**config.mk**
```make
export PLATFORM = sky130hd
export DESIGN_NAME = vfd_cmd_rx
export DESIGN_NICKNAME = d
export VERILOG_FILES = /design/src/rtl/vfdrx_pkg.sv /design/src/rtl/vfdrx_sync.sv /design/src/rtl/vfdrx_shifter.sv /design/src/rtl/vfdrx_seq.sv /design/src/rtl/vfd_cmd_rx.sv
export SDC_FILE = /design/constraint.sdc
export NUM_CORES = 1
export LEC_CHECK = 0
export CAP_MARGIN = 20
export CORE_MARGIN = 2
export CORE_UTILIZATION = 40
export CTS_BUF_LIST = sky130_fd_sc_hd__clkbuf_4 sky130_fd_sc_hd__clkbuf_8
export CTS_CLUSTER_SIZE = 16
export DETAILED_ROUTE_END_ITERATION = 6
export PLACE_DENSITY = 0.72
export SYNTH_ARGS = -nofsm -noshare
export SYNTH_HDL_FRONTEND = slang
export SYNTH_SLANG_ARGS = --single-unit
```
**constraint.sdc**
```tcl
create_clock -name clk -period 2.1 [get_ports clk]
set_clock_uncertainty 0.2 [all_clocks]
set_input_delay 0.525 -clock clk [delete_from_list [all_inputs] [get_ports clk]]
set_output_delay 0.525 -clock clk [all_outputs]
set_load 0.1 [all_outputs]
```
**src/rtl/vfdrx_pkg.sv**
```systemverilog
package vfdrx_pkg;
    localparam int BYTE_W = 8;

    typedef enum logic [1:0] {
        TGT_NONE = 2'd0,
        TGT_CHAR = 2'd1,
        TGT_UCG  = 2'd2,
        TGT_SYM  = 2'd3
    } tgt_e;

    localparam logic [2:0] OP_CHAR  = 3'b000;
    localparam logic [2:0] OP_UCG   = 3'b001;
    localparam logic [2:0] OP_SYM   = 3'b010;
    localparam logic [2:0] OP_PORT  = 3'b011;
    localparam logic [2:0] OP_DUTY  = 3'b100;
    localparam logic [2:0] OP_DIGIT = 3'b101;
    localparam logic [2:0] OP_MODE  = 3'b110;
    localparam logic [2:0] OP_TEST  = 3'b111;

    localparam int MODE_D = 3;
    localparam int MODE_S = 2;
endpackage

```
**src/rtl/vfdrx_sync.sv**
```systemverilog
module vfdrx_sync #(
    parameter int   STAGES  = 2,
    parameter logic RST_VAL = 1'b0
) (
    input  logic clk,
    input  logic rst_n,
    input  logic d,
    output logic q
);
    logic [STAGES-1:0] chain_q;
    logic [STAGES-1:0] chain_d;

    always_comb begin
        chain_d = {chain_q[STAGES-2:0], d};
    end

    always_ff @(posedge clk or negedge rst_n) begin
        if (!rst_n) chain_q <= {STAGES{RST_VAL}};
        else        chain_q <= chain_d;
    end

    assign q = chain_q[STAGES-1];
endmodule

```
**src/rtl/vfdrx_shifter.sv**
```systemverilog
module vfdrx_shifter
    import vfdrx_pkg::*;
(
    input  logic              clk,
    input  logic              rst_n,
    input  logic              cs_n_s,
    input  logic              sck_s,
    input  logic              dat_s,
    output logic              byte_vld,
    output logic [BYTE_W-1:0] byte_out,
    output logic              cs_fall
);
    localparam int CNT_W = $clog2(BYTE_W);

    typedef struct packed {
        logic              sck_prev;
        logic              cs_prev;
        logic [BYTE_W-1:0] shreg;
        logic [CNT_W-1:0]  cnt;
        logic              vld;
    } sh_t;

    sh_t sh_q, sh_d;
    logic sck_rise;

    assign sck_rise = sck_s && !sh_q.sck_prev;

    always_comb begin
        sh_d          = sh_q;
        sh_d.sck_prev = sck_s;
        sh_d.cs_prev  = cs_n_s;
        sh_d.vld      = 1'b0;
        if (cs_n_s) begin
            sh_d.cnt = '0;
        end else if (sck_rise) begin
            sh_d.shreg = {dat_s, sh_q.shreg[BYTE_W-1:1]};
            if (sh_q.cnt == CNT_W'(BYTE_W-1)) begin
                sh_d.cnt = '0;
                sh_d.vld = 1'b1;
            end else begin
                sh_d.cnt = sh_q.cnt + 1'b1;
            end
        end
    end

    always_ff @(posedge clk or negedge rst_n) begin
        if (!rst_n) begin
            sh_q          <= '0;
            sh_q.cs_prev  <= 1'b1;
        end else begin
            sh_q <= sh_d;
        end
    end

    assign byte_vld = sh_q.vld;
    assign byte_out = sh_q.shreg;
    assign cs_fall  = sh_q.cs_prev && !cs_n_s;

    // a raised select clears any partial bit count
    p_idle_count_r1: assert property (@(posedge clk) disable iff (!rst_n)
        cs_n_s |=> (sh_q.cnt == '0));

    // a completed byte needs a serial rising edge in the cycle before
    p_byte_on_edge_r2: assert property (@(posedge clk) disable iff (!rst_n)
        sh_q.vld |-> $past(sck_rise));
endmodule

```
**src/rtl/vfdrx_seq.sv**
```systemverilog
module vfdrx_seq
    import vfdrx_pkg::*;
#(
    parameter int CHAR_AW = 4,
    parameter int UCG_AW  = 3,
    parameter int COLS    = 5,
    parameter int ROWS    = 7
) (
    input  logic              clk,
    input  logic              rst_n,
    input  logic              test_en,
    input  logic              byte_vld,
    input  logic [BYTE_W-1:0] byte_in,
    input  logic              cs_fall,
    output logic              char_we,
    output logic [CHAR_AW-1:0] char_addr,
    output logic [BYTE_W-1:0] char_data,
    output logic              ucg_we,
    output logic [UCG_AW-1:0] ucg_addr,
    output logic [COLS*ROWS-1:0] ucg_data,
    output logic              sym_we,
    output logic [CHAR_AW-1:0] sym_addr,
    output logic [1:0]        sym_data,
    output logic [1:0]        port_out,
    output logic [2:0]        duty_code,
    output logic [2:0]        digit_code,
    output logic [3:0]        mode_bits,
    output logic              test_mode
);
    localparam int AW = (CHAR_AW > UCG_AW) ? CHAR_AW : UCG_AW;
    localparam int CW = $clog2(COLS);
    localparam int PW = COLS * ROWS;
    localparam logic [AW-1:0] CHAR_LAST = AW'((1 << CHAR_AW) - 1);
    localparam logic [AW-1:0] UCG_LAST  = AW'((1 << UCG_AW) - 1);

    typedef struct packed {
        logic              first;
        tgt_e              tgt;
        logic [AW-1:0]     addr;
        logic [AW-1:0]     waddr;
        logic [CW-1:0]     col;
        logic [PW-1:0]     pat;
        logic [BYTE_W-1:0] wdata;
        logic              char_we;
        logic              ucg_we;
        logic              sym_we;
        logic [1:0]        port;
        logic [2:0]        duty;
        logic [2:0]        digits;
        logic [3:0]        mode;
        logic              test;
    } sq_t;

    sq_t q, n;
    logic [2:0] opcode;

    assign opcode = byte_in[BYTE_W-1:BYTE_W-3];

    always_comb begin
        n         = q;
        n.char_we = 1'b0;
        n.ucg_we  = 1'b0;
        n.sym_we  = 1'b0;

        if (cs_fall) begin
            n.first = 1'b1;
            n.col   = '0;
            if (q.mode[MODE_S]) begin
                n.mode[MODE_S] = 1'b0;
                n.mode[MODE_D] = 1'b0;
            end
        end

        if (byte_vld) begin
            if (q.first) begin
                n.first = 1'b0;
                n.tgt   = TGT_NONE;
                unique case (opcode)
                    OP_CHAR: begin
                        n.tgt  = TGT_CHAR;
                        n.addr = AW'(byte_in[CHAR_AW-1:0]);
                    end
                    OP_UCG: begin
                        n.tgt  = TGT_UCG;
                        n.addr = AW'(byte_in[UCG_AW-1:0]);
                        n.col  = '0;
                    end
                    OP_SYM: begin
                        n.tgt  = TGT_SYM;
                        n.addr = AW'(byte_in[CHAR_AW-1:0]);
                    end
                    OP_PORT:  n.port   = byte_in[1:0];
                    OP_DUTY:  n.duty   = byte_in[2:0];
                    OP_DIGIT: n.digits = byte_in[2:0];
                    OP_MODE:  n.mode   = byte_in[3:0];
                    OP_TEST: begin
                        if (byte_in[4:0] == 5'd0 && test_en) n.test = 1'b1;
                    end
                    default: ;
                endcase
            end else begin
                unique case (q.tgt)
                    TGT_CHAR: begin
                        n.char_we = 1'b1;
                        n.waddr   = q.addr;
                        n.wdata   = byte_in;
                        n.addr    = (q.addr == CHAR_LAST) ? '0 : q.addr + 1'b1;
                    end
                    TGT_SYM: begin
                        n.sym_we = 1'b1;
                        n.waddr  = q.addr;
                        n.wdata  = byte_in;
                        n.addr   = (q.addr == CHAR_LAST) ? '0 : q.addr + 1'b1;
                    end
                    TGT_UCG: begin
                        for (int k = 0; k < COLS; k++) begin
                            if (q.col == CW'(k)) begin
                                for (int j = 0; j < ROWS; j++) begin
                                    n.pat[j*COLS+k] = byte_in[j];
                                end
                            end
                        end
                        if (q.col == CW'(COLS-1)) begin
                            n.ucg_we = 1'b1;
                            n.waddr  = q.addr;
                            n.col    = '0;
                            n.addr   = (q.addr == UCG_LAST) ? '0 : q.addr + 1'b1;
                        end else begin
                            n.col = q.col + 1'b1;
                        end
                    end
                    default: ;
                endcase
            end
        end
    end

    always_ff @(posedge clk or negedge rst_n) begin
        if (!rst_n) begin
            q       <= '0;
            q.first <= 1'b1;
            q.tgt   <= TGT_NONE;
            q.port  <= 2'b11;
        end else begin
            q <= n;
        end
    end

    assign char_we    = q.char_we;
    assign char_addr  = q.waddr[CHAR_AW-1:0];
    assign char_data  = q.wdata;
    assign ucg_we     = q.ucg_we;
    assign ucg_addr   = q.waddr[UCG_AW-1:0];
    assign ucg_data   = q.pat;
    assign sym_we     = q.sym_we;
    assign sym_addr   = q.waddr[CHAR_AW-1:0];
    assign sym_data   = q.wdata[1:0];
    assign port_out   = q.port;
    assign duty_code  = q.duty;
    assign digit_code = q.digits;
    assign mode_bits  = q.mode;
    assign test_mode  = q.test;

    p_one_strobe_r3: assert property (@(posedge clk) disable iff (!rst_n)
        $onehot0({q.char_we, q.ucg_we, q.sym_we}));

    p_ucg_commit_r5: assert property (@(posedge clk) disable iff (!rst_n)
        q.ucg_we |-> (q.col == '0));

    p_strobe_needs_byte_r4: assert property (@(posedge clk) disable iff (!rst_n)
        (q.char_we || q.sym_we || q.ucg_we) |-> $past(byte_vld));

    p_port_hold_r7: assert property (@(posedge clk) disable iff (!rst_n)
        !byte_vld |=> $stable(q.port));

    p_wake_r11: assert property (@(posedge clk) disable iff (!rst_n)
        (cs_fall && q.mode[MODE_S]) |=> (!q.mode[MODE_S] && !q.mode[MODE_D]));

    p_test_gate_r10: assert property (@(posedge clk) disable iff (!rst_n)
        $rose(q.test) |-> $past(test_en));
endmodule

```
**src/rtl/vfd_cmd_rx.sv**
```systemverilog
module vfd_cmd_rx
    import vfdrx_pkg::*;
#(
    parameter int SYNC_STAGES = 2,
    parameter int CHAR_AW     = 4,
    parameter int UCG_AW      = 3,
    parameter int COLS        = 5,
    parameter int ROWS        = 7
) (
    input  logic                 clk,
    input  logic                 rst_n,
    input  logic                 test_en,
    input  logic                 ser_cs_n,
    input  logic                 ser_clk,
    input  logic                 ser_dat,
    output logic                 char_we,
    output logic [CHAR_AW-1:0]   char_addr,
    output logic [BYTE_W-1:0]    char_data,
    output logic                 ucg_we,
    output logic [UCG_AW-1:0]    ucg_addr,
    output logic [COLS*ROWS-1:0] ucg_data,
    output logic                 sym_we,
    output logic [CHAR_AW-1:0]   sym_addr,
    output logic [1:0]           sym_data,
    output logic [1:0]           port_out,
    output logic [2:0]           duty_code,
    output logic [2:0]           digit_code,
    output logic [3:0]           mode_bits,
    output logic                 test_mode
);
    localparam int NPIN = 4;
    localparam logic [NPIN-1:0] PIN_RST = 4'b0100;

    logic [NPIN-1:0] pin_raw;
    logic [NPIN-1:0] pin_s;
    logic            byte_vld;
    logic [BYTE_W-1:0] byte_val;
    logic            cs_fall;

    assign pin_raw = {test_en, ser_cs_n, ser_clk, ser_dat};

    for (genvar g = 0; g < NPIN; g++) begin : g_sync
        vfdrx_sync #(
            .STAGES  (SYNC_STAGES),
            .RST_VAL (PIN_RST[g])
        ) u_sync (
            .clk   (clk),
            .rst_n (rst_n),
            .d     (pin_raw[g]),
            .q     (pin_s[g])
        );
    end

    vfdrx_shifter u_shift (
        .clk      (clk),
        .rst_n    (rst_n),
        .cs_n_s   (pin_s[2]),
        .sck_s    (pin_s[1]),
        .dat_s    (pin_s[0]),
        .byte_vld (byte_vld),
        .byte_out (byte_val),
        .cs_fall  (cs_fall)
    );

    vfdrx_seq #(
        .CHAR_AW (CHAR_AW),
        .UCG_AW  (UCG_AW),
        .COLS    (COLS),
        .ROWS    (ROWS)
    ) u_seq (
        .clk        (clk),
        .rst_n      (rst_n),
        .test_en    (pin_s[3]),
        .byte_vld   (byte_vld),
        .byte_in    (byte_val),
        .cs_fall    (cs_fall),
        .char_we    (char_we),
        .char_addr  (char_addr),
        .char_data  (char_data),
        .ucg_we     (ucg_we),
        .ucg_addr   (ucg_addr),
        .ucg_data   (ucg_data),
        .sym_we     (sym_we),
        .sym_addr   (sym_addr),
        .sym_data   (sym_data),
        .port_out   (port_out),
        .duty_code  (duty_code),
        .digit_code (digit_code),
        .mode_bits  (mode_bits),
        .test_mode  (test_mode)
    );
endmodule

```
==> results.cfg, run 1 <==
[global_route]
grt_usage_pct = 15.8
grt_max_degree = 41
grt_pass1_vias = 2632
grt_overflow_total = 0
grt_pass1_wl_um = 13800
antenna_found_initial = 0

[synth]
synth_top_family_by_area = multiplexers
synth.distinct_cells = 41
muxShareOfSynthArea_pct = 16.7
syn-num-nets = 357
syn_inst = 343
synth_xor_xnor_area_share_pct = 0.410
synth_async_sr_flop_share_pct = 100
ys_ff_latch = 95
synth_flop_cell = dfrtp_1
yosys_warnings = 0
syn_area_per_cell_sq_um = 12.5
synth-compound-area-share_pct = 4.10
yosys.area_share.simple_pct = 6.82
synth_adder_area_share_pct = 2.34
synth_enable_flop_cells = 0
syn_area_sq_um = 4280
ys_seq_area_share_pct = 55.8

[layout]
fin_area_sq_um = 5710
fin_cells = 507
drive_gt1_share_pct = 45.8
diodes = 0
final_util_pct = 55.1
syn2layout_area_growth_pct = 33.6
final_common_cell = dfrtp_1
layout.nets = 380
final_cell_mix = 89 x dfrtp_1, 73 x buf_12, 56 x mux2_2

[power_and_ir_drop]
ir_worst_vdd_mv = 0.468
power_frac_clock_pct = 35.0
seqPwrFrac_pct = 57.2
p_sw_share_pct = 26.2
p_int_mw = 2.65
power_mw = 3.60
power_switching_mw = 0.942
pwr-share-comb_pct = 7.8
power_density_nw_per_um2 = 629
p_leak_nw = 2.65

[setup_path]
crit_path_end_kind = flop
crit_chain = inv_1 -> ha_1 -> a31oi_1 -> nor3b_2 -> buf_4 -> mux2_2
critPathArrivalTime_ns = 2.01
cp.required_ns = 2.14
crit_type = reg2reg
crit_path_top_delay_cell = dfrtp_1
startpoint_type = flop
cp_max_fo = 8
cpPeakStageDelay_ns = 0.44

[clocking]
clockRootBuffer = clkbuf_8
clockBufferDepth = 2
clk_latency_ns = 0.36
htreeDepth = 3
clkTransAtPathRegs_ns = 0.09
cts_inserted_buffers = 9
cts.sinks = 95
cts_tree = built

[floorplanning]
start_util_pct = 41.2
die_area_sq_um = 11500
rows = 37
coreArea_sq_um = 10400
io_pins = 78
dieWidth_um = 107
fp.dieH_um = 107

[sta]
slew_viol_final = 0
grt_setup_unrepaired = no
period_share_pct = 93.8
min_period_ns = 1.97
max-slew-margin-rel_pct = 59.4
fin_ws_ns = 0.129
tightest_slew_ns = 0.609
fmax_mhz = 507
holdWs_ns = 0.155
finalSetupViolCount = 0
finalHoldViolations = 0
tns_ns = 0

[routing]
post_drt_via_cell_ratio = 4.91
ant_nets = 0
wl_per_cell_um = 16.1
drtIter0Drc = 76
dr.pass1.iters = 4
via_count = 2491
totalWireLength_um = 8180
remaining_drc_errors = 0

[job]
drv_cap = 0

[outcome]
status = complete, no violations

[placed_design]
io_buffer_count = 77
placedCellCount = 490
place_area_sq_um = 5490
dp_hpwl_um = 5930
gp_congestion = 0.848
pre_cts_ws_ns = 0.142

[min_path]
hp-class = reg2reg
-- flip-flops by register name (all words and copies together), names as in the netlist, 4 cells and up --
signal / flops
u_shift.sh_q: 5
u_seq.mode_bits: 4
g_sync.u_sync.chain_q: 8
u_seq.q: 10
u_seq.ucg_data: 35
u_shift.byte_out: 8
u_seq.char_addr: 4
u_seq.char_data: 8
-- cell families after synthesis --
| group | after synthesis |
|---|---|
| flops | 95 |
| buf+inv | 89 |
| mux | 64 |
| simple gates | 58 |
| compound gates | 27 |
| fa+ha+maj | 8 |
| xor+xnor | 2 |
-- power by group through the flow --
stage               clock [mW]  combinational (mW)  sequential [mW]
floorplan                    0               0.211             1.97
global placement             0               0.278             2.09
detailed placement           0               0.284             2.10
finish                    1.26               0.282             2.06
CTS                       1.31               0.287             2.06
global route              1.39               0.318             2.08
-- synthesized netlist by cell type (all sizes together), types with 2 or more instances --
library cell | n | area, sq um
a31oi | 2 | 12.5
buf | 72 | 529
clkbuf | 6 | 22.5
dfrtp | 89 | 2230
dfstp | 6 | 158
ha | 8 | 100
inv | 10 | 37.5
mux2 | 58 | 653
mux2i | 6 | 60.1
nand2 | 23 | 96.3
nand2b | 4 | 25.0
nand3 | 4 | 20.0
nor2 | 14 | 55.1
nor2b | 2 | 12.5
nor3 | 4 | 20.0
o21ai | 14 | 70.1
xnor2 | 2 | 17.5
-- worst max-delay path, delay by kind of cell, from the launching register on --
family	cells	cell delay, ns
AOI/OAI and AO/OA	1	0.12
adders and majority gates	1	0.22
buffers and inverters	2	0.31
DFF	1	0.44
muxes	1	0.34
and+or+nand+nor	1	0.23
-- worst paths after layout --
kind / startpoint / end / slack [ns] / cells after the start
setup / recovery: u_seq.q[59]$_DFF_PN0_ / u_seq.char_addr[1]$_DFFE_PN0P_ / 0.13 / 6
min in group asynchronous: rst_n / u_shift.byte_out[2]$_DFFE_PN0P_ / 0.46 / 2
setup reg to reg: u_seq.q[59]$_DFF_PN0_ / u_seq.char_addr[1]$_DFFE_PN0P_ / 0.13 / 6
hold reg to reg: g_sync[3].u_sync.chain_q[0]$_DFF_PN0_ / g_sync[3].u_sync.chain_q[1]$_DFF_PN0_ / 0.16 / 0
max in group asynchronous: rst_n / u_seq.port_out[0]$_DFFE_PN1P_ / 0.61 / 3
hold / removal: g_sync[3].u_sync.chain_q[0]$_DFF_PN0_ / g_sync[3].u_sync.chain_q[1]$_DFF_PN0_ / 0.16 / 0
-- final cells by class --
| type | count | area, sq um |
|---|---|---|
| repair buffers | 90 | 1600 |
| well taps | 136 | 170 |
| clock inverters | 4 | 52.6 |
| flip-flops and latches | 95 | 2380 |
| fillers | 850 | 4660 |
| inverters | 11 | 41.3 |
| clock buffers | 12 | 165 |
| multi-input cells | 159 | 1300 |
-- repair_timing --
action                                 in CTS  in global routing
resized for setup                           0                  0
hold buffers                                1                  0
setup buffers                               0                  0
endpoints found under the hold margin      29                  0
-- routing by layer --
layer  track usage [%]  up-vias  share of wire (%)
met5                 0        -                  0
li1                  -     1141                  -
met1              19.9     1251                 41
met3              6.11       14                7.0
met4              5.13        0                1.6
met2              25.0       85                 50
(Power assumes the default switching activity.)
==> run 2: changes to the inputs <==
--- a/config.mk
+++ b/config.mk
@@ -6,11 +6,12 @@
 export NUM_CORES = 1
 export LEC_CHECK = 0
 export CAP_MARGIN = 20
-export CORE_MARGIN = 2
+export CORE_MARGIN = 3
 export CORE_UTILIZATION = 40
 export CTS_BUF_LIST = sky130_fd_sc_hd__clkbuf_4 sky130_fd_sc_hd__clkbuf_8
 export CTS_CLUSTER_SIZE = 16
 export DETAILED_ROUTE_END_ITERATION = 6
+export GPL_TIMING_DRIVEN = 0
 export PLACE_DENSITY = 0.72
 export SYNTH_ARGS = -nofsm -noshare
 export SYNTH_HDL_FRONTEND = slang
==> results.cfg, run 2 (synthesis gave the netlist of run 1 again) <==
[setup_path]
critPathArrivalTime_ns = 1.29
crit_path_end_kind = output pin
crit_chain = clkdlybuf4s15_2
crit_path_top_delay_cell = clkdlybuf4s15_2
cp_top_family = buffers and inverters
cp_num_buf_inv = 1
startpoint_type = flop
cp.required_ns = 1.37
crit_type = reg2out
cp_max_fo = 2
cpPeakStageDelay_ns = 0.57

[min_path]
hp-class = reg2reg

[layout]
layout.nets = 449
largest_reg_flops = 35
final_util_pct = 49.7
drive_gt1_share_pct = 53.4
final_common_cell = dfrtp_1
syn2layout_area_growth_pct = 20.5
diodes = 0
fin_cells = 576
final_cell_mix = 89 x dfrtp_1, 74 x buf_4, 68 x buf_2
nFillCells = 981

[placed_design]
gp_congestion = 0.798
io_buffer_count = 77
pre_cts_ws_ns = -0.360
placedCellCount = 557
dp_hpwl_um = 5720

[floorplanning]
fp.dieH_um = 109
start_util_pct = 41.2
rows = 37
die_area_sq_um = 12000
io_pins = 78
coreArea_sq_um = 10400
dieWidth_um = 109

[clocking]
clk_latency_ns = 0.36
clockRootBuffer = clkbuf_8
cts_inserted_buffers = 9
clockBufferDepth = 2
cts.sinks = 95
htreeDepth = 3
cts_tree = built
clkTransAtPathRegs_ns = 0.09

[sta]
min_period_ns = 2.02
max-slew-margin-rel_pct = 57.6
tightest_slew_ns = 0.636
fmax_mhz = 496
fin_ws_ns = 0.0826
grt_setup_unrepaired = no
period_share_pct = 96.1
finalSetupViolCount = 0
slew_viol_final = 0
finalHoldViolations = 0

[job]
drv_cap = 0

[power_and_ir_drop]
p_leak_nw = 2.84
power_density_nw_per_um2 = 682
ir_worst_vdd_mv = 0.322
power_mw = 3.52

[global_route]
grt_usage_pct = 14.4
antenna_found_initial = 0
grt_pass1_vias = 2637
grt_pass1_wl_um = 13200
grt_max_degree = 49
grt_overflow_total = 0

[routing]
post_drt_via_cell_ratio = 4.59
dr.pass1.iters = 4
via_count = 2641
drtIter0Drc = 74
remaining_drc_errors = 0
ant_nets = 0
wl_per_cell_um = 14.1
totalWireLength_um = 8150

[outcome]
status = complete, no violations
-- run 2: cell count changes in the layout (fill, tap and decap cells not counted), moves of 2 or more --
cell / change
buf_2: +68
buf_4: +62
buf_12: -73
clkinvlp_4: -3
clkinv_2: +4
clkdlybuf4s15_2: +4
clkbuf_1: +6
clkbuf_8: -3
inv_6: +2
-- run 2: routing by layer --
metal	vias up	GRT usage [%]	wire [um]
li1	1264	-	-
met1	1295	18.6	3650
met2	75	23.2	3790
met3	7	5.40	654
met4	0	2.94	55
met5	-	0	0
-- run 2: final timing paths --
kind                       cells past startpoint  slack, ns                                     to                                   from
min                                            0       0.16  g_sync[1].u_sync.chain_q[1]$_DFF_PN0_  g_sync[1].u_sync.chain_q[0]$_DFF_PN0_
min in group asynchronous                      2       0.52         u_seq.char_data[7]$_DFFE_PN0P_                                  rst_n
max reg2reg                                    4       0.09                u_seq.q[67]$_DFFE_PN0P_                  u_seq.q[72]$_DFF_PN1_
max                                            1       0.08                              test_mode            u_seq.test_mode$_DFFE_PN0P_
min reg2reg                                    0       0.16  g_sync[1].u_sync.chain_q[1]$_DFF_PN0_  g_sync[1].u_sync.chain_q[0]$_DFF_PN0_
max in group asynchronous                      3       0.48             u_shift.sh_q[12]$_DFF_PN1_                                  rst_n
-- run 2: repair_timing --
action                                  4_1_cts  5_1_grt
cloned                                        0        0
hold endpoints to repair                     46        0
resized for setup                           322       34
endpoints found under the setup margin       81       43
pin swaps                                     1        1
setup buffers                                 2        1
hold buffers                                  1        0
-- run 2: layout make-up --
cell class,instances,area [sq um],area share (%)
inverters,11,42.5,0.826
flip-flops and latches,95,2380,46.3
well taps,136,170,3.30
multi-input cells,159,1320,25.5
clock inverters,7,71.3,1.38
plain buffers,77,547,10.6
repair buffers,82,498,9.66
clock buffers,9,124,2.40
-- run 2: power by group --
part	internal [mW]	total, mW	switching [mW]
Sequential	1.89	1.95	0.0565
Clock	0.554	1.19	0.632
Combinational	0.107	0.378	0.271
Total	2.56	3.52	0.960
-- run 2: per-stage QoR --
step	hold slack, ns	cell area (sq um)	TNS (ns)
after global placement	0.135	5220	-300.25
after detailed placement	0.139	5240	-13.84
final	0.159	5150	0
after CTS	0.161	5310	0
after floorplan	0.0294	4280	0
after global routing	0.166	5150	0
